$ cat config.mk
export PLATFORM = sky130hd
export DESIGN_NAME = station_addr_filter
export DESIGN_NICKNAME = d
export VERILOG_FILES = /design/src/rtl/sa_pkg.sv /design/src/rtl/sa_access_fsm.sv /design/src/rtl/sa_host_regs.sv /design/src/rtl/sa_rx_compare.sv /design/src/rtl/station_addr_filter.sv
export SDC_FILE = /design/constraint.sdc
export NUM_CORES = 1
export LEC_CHECK = 0
export ABC_AREA = 1
export BUFFER_PORTS_ARGS = -buffer_cell sky130_fd_sc_hd__buf_2
export CAP_MARGIN = 20
export CORE_AREA = 8 8 170 92
export CTS_CLUSTER_SIZE = 40
export DETAILED_ROUTE_END_ITERATION = 12
export DIE_AREA = 0 0 178 100
export PLACE_DENSITY_LB_ADDON = 0.05
export SLEW_MARGIN = 20
export SYNTH_ARGS = -nofsm -noshare
export SYNTH_HDL_FRONTEND = slang
export SYNTH_SLANG_ARGS = --single-unit
$ cat constraint.sdc
create_clock -name clk -period 3.25 [get_ports clk]
set_input_delay 0.65 -clock clk [delete_from_list [all_inputs] [get_ports clk]]
set_output_delay 0.65 -clock clk [all_outputs]
set_load 0.005 [all_outputs]
$ cat src/rtl/sa_pkg.sv
package sa_pkg;

    localparam logic [1:0] REG_CTRL = 2'd0;
    localparam logic [1:0] REG_ACC  = 2'd1;
    localparam logic [1:0] REG_DATA = 2'd2;

    localparam int CTRL_RXON    = 0;
    localparam int CTRL_PHYSOFF = 1;
    localparam int CTRL_SRST    = 7;
    localparam int ACC_PTR      = 0;
    localparam int ACC_CHG      = 1;

    typedef enum logic [1:0] {
        HS_OPEN    = 2'd0,
        HS_LOCKED  = 2'd1,
        HS_PENDING = 2'd2
    } hs_state_e;

    typedef enum logic [1:0] {
        RX_IDLE = 2'd0,
        RX_DA   = 2'd1,
        RX_BODY = 2'd2
    } rx_state_e;

endpackage

$ cat src/rtl/sa_access_fsm.sv
module sa_access_fsm
    import sa_pkg::*;
(
    input  logic clk,
    input  logic rst_n,
    input  logic soft_rst,
    input  logic lock_evt,
    input  logic chg_req,
    input  logic rx_frame,
    output logic access_open,
    output logic chg_pending
);

    hs_state_e state_q, state_d;

    // state register
    always_ff @(posedge clk or negedge rst_n) begin
        if (!rst_n) state_q <= HS_OPEN;
        else        state_q <= state_d;
    end

    // transitions
    always_comb begin
        state_d = state_q;
        if (soft_rst) begin
            state_d = HS_OPEN;
        end else if (chg_req) begin
            state_d = HS_PENDING;
        end else begin
            unique case (state_q)
                HS_OPEN:    if (lock_evt) state_d = HS_LOCKED;
                HS_LOCKED:  state_d = HS_LOCKED;
                HS_PENDING: if (!rx_frame) state_d = HS_OPEN;
                default:    state_d = HS_OPEN;
            endcase
        end
    end

    // outputs
    always_comb begin
        access_open = (state_q == HS_OPEN);
        chg_pending = (state_q == HS_PENDING);
    end

endmodule

$ cat src/rtl/sa_host_regs.sv
module sa_host_regs
    import sa_pkg::*;
#(
    parameter int N_BYTES = 6,
    localparam int IDX_W  = $clog2(N_BYTES),
    localparam int SA_W   = 8 * N_BYTES
)(
    input  logic             clk,
    input  logic             rst_n,
    input  logic [1:0]       reg_addr,
    input  logic             reg_wr,
    input  logic             reg_rd,
    input  logic [7:0]       reg_wdata,
    output logic [7:0]       reg_rdata,
    input  logic             access_open,
    input  logic             chg_pending,
    output logic             soft_rst,
    output logic             lock_evt,
    output logic             chg_req,
    output logic             phys_off,
    output logic [IDX_W-1:0] byte_idx,
    output logic [SA_W-1:0]  station_addr
);

    localparam logic [IDX_W-1:0] LAST = IDX_W'(N_BYTES - 1);

    logic       rx_on_q, ptr_q;
    logic [7:0] sa_q [N_BYTES];
    logic       wr_ctrl, wr_acc, access_ok, data_acc, data_wr;

    always_comb begin
        wr_ctrl   = reg_wr && (reg_addr == REG_CTRL);
        wr_acc    = reg_wr && (reg_addr == REG_ACC);
        soft_rst  = wr_ctrl && reg_wdata[CTRL_SRST];
        chg_req   = wr_acc && reg_wdata[ACC_CHG];
        lock_evt  = (wr_ctrl && !reg_wdata[CTRL_SRST] && reg_wdata[CTRL_RXON] && !rx_on_q)
                 || (wr_acc && rx_on_q && ptr_q && !reg_wdata[ACC_PTR]);
        access_ok = access_open && ptr_q;
        data_acc  = (reg_wr || reg_rd) && (reg_addr == REG_DATA) && access_ok;
        data_wr   = reg_wr && (reg_addr == REG_DATA) && access_ok;
    end

    always_ff @(posedge clk or negedge rst_n) begin
        if (!rst_n) begin
            rx_on_q  <= 1'b0;
            phys_off <= 1'b0;
            ptr_q    <= 1'b0;
            byte_idx <= '0;
        end else if (soft_rst) begin
            rx_on_q  <= 1'b0;
            phys_off <= 1'b0;
            ptr_q    <= 1'b0;
            byte_idx <= '0;
        end else begin
            if (wr_ctrl) begin
                rx_on_q  <= reg_wdata[CTRL_RXON];
                phys_off <= reg_wdata[CTRL_PHYSOFF];
            end
            if (wr_acc) begin
                ptr_q    <= reg_wdata[ACC_PTR];
                byte_idx <= '0;
            end else if (data_acc) begin
                byte_idx <= (byte_idx == LAST) ? '0 : byte_idx + 1'b1;
            end
        end
    end

    for (genvar b = 0; b < N_BYTES; b++) begin : g_byte
        always_ff @(posedge clk or negedge rst_n) begin
            if (!rst_n)                                     sa_q[b] <= '0;
            else if (data_wr && (byte_idx == IDX_W'(b)))    sa_q[b] <= reg_wdata;
        end
        assign station_addr[8*b +: 8] = sa_q[b];
    end

    always_comb begin
        reg_rdata = '0;
        case (reg_addr)
            REG_CTRL: begin
                reg_rdata[CTRL_RXON]    = rx_on_q;
                reg_rdata[CTRL_PHYSOFF] = phys_off;
            end
            REG_ACC: begin
                reg_rdata[ACC_PTR] = ptr_q;
                reg_rdata[ACC_CHG] = chg_pending;
            end
            REG_DATA: begin
                if (access_ok && (int'(byte_idx) < N_BYTES)) reg_rdata = sa_q[byte_idx];
            end
            default: reg_rdata = '0;
        endcase
    end

endmodule

$ cat src/rtl/sa_rx_compare.sv
module sa_rx_compare
    import sa_pkg::*;
#(
    parameter int N_BYTES = 6,
    localparam int IDX_W  = $clog2(N_BYTES),
    localparam int SA_W   = 8 * N_BYTES
)(
    input  logic            clk,
    input  logic            rst_n,
    input  logic            rx_frame,
    input  logic            rx_vld,
    input  logic [7:0]      rx_byte,
    input  logic [SA_W-1:0] station_addr,
    input  logic            phys_off,
    output logic            match_vld,
    output logic            phys_match,
    output logic            dest_group
);

    localparam logic [IDX_W-1:0] LAST = IDX_W'(N_BYTES - 1);

    rx_state_e        state_q, state_d;
    logic [IDX_W-1:0] cnt_q;
    logic             eq_q, grp_q;
    logic [7:0]       sa_b [N_BYTES];
    logic             take, byte_ok, eq_now, grp_now;

    for (genvar b = 0; b < N_BYTES; b++) begin : g_sel
        assign sa_b[b] = station_addr[8*b +: 8];
    end

    always_comb begin
        take    = rx_frame && rx_vld && (state_q != RX_BODY);
        byte_ok = (int'(cnt_q) < N_BYTES) && (rx_byte == sa_b[cnt_q]);
        eq_now  = ((cnt_q == '0) ? 1'b1 : eq_q) && byte_ok;
        grp_now = (cnt_q == '0) ? rx_byte[0] : grp_q;
    end

    // state register
    always_ff @(posedge clk or negedge rst_n) begin
        if (!rst_n) state_q <= RX_IDLE;
        else        state_q <= state_d;
    end

    // transitions
    always_comb begin
        state_d = state_q;
        unique case (state_q)
            RX_IDLE: if (take) state_d = (cnt_q == LAST) ? RX_BODY : RX_DA;
            RX_DA: begin
                if (!rx_frame)                    state_d = RX_IDLE;
                else if (take && cnt_q == LAST)   state_d = RX_BODY;
            end
            RX_BODY: if (!rx_frame) state_d = RX_IDLE;
            default: state_d = RX_IDLE;
        endcase
    end

    // outputs and destination accumulation
    always_ff @(posedge clk or negedge rst_n) begin
        if (!rst_n) begin
            cnt_q      <= '0;
            eq_q       <= 1'b0;
            grp_q      <= 1'b0;
            match_vld  <= 1'b0;
            phys_match <= 1'b0;
            dest_group <= 1'b0;
        end else begin
            match_vld <= 1'b0;
            if (!rx_frame || state_q == RX_BODY) begin
                cnt_q <= '0;
            end else if (take) begin
                eq_q  <= eq_now;
                grp_q <= grp_now;
                if (cnt_q == LAST) begin
                    cnt_q      <= '0;
                    match_vld  <= 1'b1;
                    phys_match <= eq_now && !grp_now && !phys_off;
                    dest_group <= grp_now;
                end else begin
                    cnt_q <= cnt_q + 1'b1;
                end
            end
        end
    end

endmodule

$ cat src/rtl/station_addr_filter.sv
module station_addr_filter
    import sa_pkg::*;
#(
    parameter int N_BYTES = 6
)(
    input  logic       clk,
    input  logic       rst_n,
    input  logic [1:0] reg_addr,
    input  logic       reg_wr,
    input  logic       reg_rd,
    input  logic [7:0] reg_wdata,
    output logic [7:0] reg_rdata,
    input  logic       rx_frame,
    input  logic       rx_vld,
    input  logic [7:0] rx_byte,
    output logic       match_vld,
    output logic       phys_match,
    output logic       dest_group
);

    localparam int IDX_W = $clog2(N_BYTES);
    localparam int SA_W  = 8 * N_BYTES;

    logic             soft_rst, lock_evt, chg_req;
    logic             access_open, chg_pending, phys_off;
    logic [IDX_W-1:0] byte_idx;
    logic [SA_W-1:0]  station_addr;

    sa_access_fsm u_fsm (
        .clk         (clk),
        .rst_n       (rst_n),
        .soft_rst    (soft_rst),
        .lock_evt    (lock_evt),
        .chg_req     (chg_req),
        .rx_frame    (rx_frame),
        .access_open (access_open),
        .chg_pending (chg_pending)
    );

    sa_host_regs #(.N_BYTES(N_BYTES)) u_regs (
        .clk          (clk),
        .rst_n        (rst_n),
        .reg_addr     (reg_addr),
        .reg_wr       (reg_wr),
        .reg_rd       (reg_rd),
        .reg_wdata    (reg_wdata),
        .reg_rdata    (reg_rdata),
        .access_open  (access_open),
        .chg_pending  (chg_pending),
        .soft_rst     (soft_rst),
        .lock_evt     (lock_evt),
        .chg_req      (chg_req),
        .phys_off     (phys_off),
        .byte_idx     (byte_idx),
        .station_addr (station_addr)
    );

    sa_rx_compare #(.N_BYTES(N_BYTES)) u_cmp (
        .clk          (clk),
        .rst_n        (rst_n),
        .rx_frame     (rx_frame),
        .rx_vld       (rx_vld),
        .rx_byte      (rx_byte),
        .station_addr (station_addr),
        .phys_off     (phys_off),
        .match_vld    (match_vld),
        .phys_match   (phys_match),
        .dest_group   (dest_group)
    );

endmodule

==> metrics.yaml <==
status: "completed"
grt_max_degree: 28
die_x_um: 178
synth_ff_type: "dfrtp_1"
slew_headroom_pct: 65.45
tightest_slew_ns: 0.5128
ant_nets: 0
netlist_area_mm2: 0.003842
drive_gt1_share_pct: 17.40
hold_slack_ns: 0.2370
cellLeakagePower_nw: 2.192
first_iter_violations: 288
diodes: 0
io_pins: 35
ys_top_cells_by_area: "dfrtp_1 43%, nand2_1 18%, o21ai_1 4.4%"
period_share_pct: 88.43
synth_top_area_share_pct: 42.98
post_cts_buffers: 0
preCtsSetupSlack_ns: 0.6023
routed_wl_um: 12890
fin_crit_ns: 2.874
clock-sinks: 66
synth.most_common_cell: "nand2_1"
finalSetupTns_ns: 0
syn_nets: 530
ys_top_cells_by_count: "180 x nand2_1, 66 x dfrtp_1, 39 x inv_1, 34 x o21ai_1, 30 x nor2_1"
nFillCells: 1403
wl_per_cell_um: 17.85
post-dp-hpwl_um: 9951
cp-startpoint: "u_regs.byte_idx[1]"
synth-async-reset-ratio_pct: 100.0
rr_startpoint: "u_cmp.cnt_q[1]"
crit_type: "flop to output pin"
hp-class: "input pin to asynchronous set/reset pin"
numCtsBuffers: 9
syn_to_final_growth_pct: 16.57
start_kind: "flop"
cts_resized: 0
critical_path_required_ns: 2.60
dieArea_mm2: 0.01780
first_pass_iters: 4
antenna_found_initial: 0
fin_ws_ns: 0.3761
gp_congestion: 0.8221
cts_tree: "yes"
clock_tree.buffer_depth: 2
nNetsFinal: 566
grt_pass1_wl_um: 20290
synth_edf_count: 0
die_y_um: 100
synth_cell_types: 34
grt_pass1_vias: 3434
critPathMaxFanout: 10
cts_hold_buf: 0
dp.cells: 706
clk_latency_ns: 0.34
vias: 3475
initial_utilization_pct: 29.16
critPathArrivalTime_ns: 2.22
skew_ns: 0.006514
multi_input_area_mm2: 0.001879
drc: 0
grt.overflow.total: 0
p_per_area_mw_per_mm2: 691.5
clockRootBuffer: "clkbuf_16"
cp_slowest_cell: "dfrtp_1"
synth_area_per_cell_um2: 7.609
ys_seq_elements: 66
port-buffer-count: 34
hold_viol: 0
seq_area_mm2: 0.001652
finalSetupViolations: 0
max-cap-violations: 0
rsz0062_at_grt: "no"
rows: 30
synth.largest_area_cell: "dfrtp_1"
placeableCoreArea_mm2: 0.01318
cp_slowest_stage_delay_ns: 0.47
cp-end-kind: "output pin"
cp_cell_sequence: "nor2_4, inv_2, nor2_2, inv_1, o21ai_0, o21bai_1, o311ai_0, buf_2"
ir_drop_mv: 0.2118
synth_seq_area_share_pct: 42.98
finish.cell_count_without_fillers: 722
slew_violations: 0
max_freq_mhz: 348.0
syn_inst: 505
yosysWarnings: 0
path_clk_slew_ns: 0.06
track_usage_pct: 15.22
viasPerCell: 4.813
ctsHtreeMaxLevel: 3
-- cells by family (layout without fill, tap and decap cells) --
group                      Yosys count  count (layout)  share of synthesized area (%)
buffers and inverters               64             105                          8.108
adders and majority gates            1               1                         0.3256
DFF                                 66              66                          42.98
and+or+nand+nor                    261             261                          30.19
AOI/OAI and AO/OA                  113             113                          18.40
-- cell usage in the layout, fill, tap and decap left out, drive strengths merged --
cell type and n:
o22ai 5, dfrtp 66, nor3 5, clkinvlp 1
bufinv 2, a221oi 4, nor4 1, o21bai 2
a22oi 15, buf 40, a21oi 12, inv 47
clkbuf 10, nor2 37, a31o 1, nand4 1
o21ai 68, a31oi 2, clkinv 5, nand2 183
o31ai 1, o311ai 1, a21o 2, nand3b 2
nand3 32, ha 1
-- final cells by class --
type / instances / area share, %
well taps: 176 / 4.916
multi-input cells: 375 / 41.96
inverters: 49 / 4.106
repair buffers: 40 / 4.804
clock buffers: 10 / 5.335
flip-flops and latches: 66 / 36.87
clock inverters: 6 / 2.011
-- path summary, 6_finish.rpt --
path                                           endpoint  slack (ns)  cells past startpoint
worst max-delay path                       reg_rdata[1]        0.38                      8
worst min-delay path            u_regs.station_addr[24]        0.24                      1
worst max register to register         u_cmp.phys_match        0.92                     12
worst min register to register               u_cmp.eq_q        0.48                      2
max in group asynchronous       u_regs.station_addr[43]        2.25                      2
min in group clk                             u_cmp.eq_q        0.48                      2
-- worst max-delay path, delay by kind of cell, from the launching register on --
family / cells / cell delay, ns
AND/OR/NAND/NOR: 2 / 0.65
buffers and inverters: 3 / 0.36
AO/OA/AOI/OAI: 3 / 0.39
flip-flops: 1 / 0.47
-- registers in the layout, indices dropped and copies added, names as in the netlist --
signal	count
u_cmp.cnt_q	3
u_cmp.dest_group	1
u_cmp.eq_q	1
u_cmp.grp_q	1
u_cmp.match_vld	1
u_cmp.phys_match	1
u_cmp.state_q	2
u_fsm.state_q	2
u_regs.byte_idx	3
u_regs.phys_off	1
u_regs.ptr_q	1
u_regs.rx_on_q	1
u_regs.station_addr	48
-- where the power goes --
group          internal, W  switching [W]
registers         0.000983       0.000162
clock network     0.000694       0.000391
logic             0.000306       0.000562
total              0.00198        0.00111
-- metrics by stage --
step	cell area, µm²	utilization [%]	total power [W]
2_1_floorplan	3842	-	0.001736
3_3_place_gp	4150	31.50	0.002018
3_5_place_dp	4150	31.50	0.002019
4_1_cts	4479	34.00	0.003120
5_1_grt	4479	34.00	0.003308
6_report	4479	34.00	0.003097
-- per-layer routing --
metal	track usage [%]	wire, µm
met5	0	0
met4	4.140	106
met3	4.085	873
met2	18.69	4701
met1	24.30	7207
(Power assumes the default switching activity.)
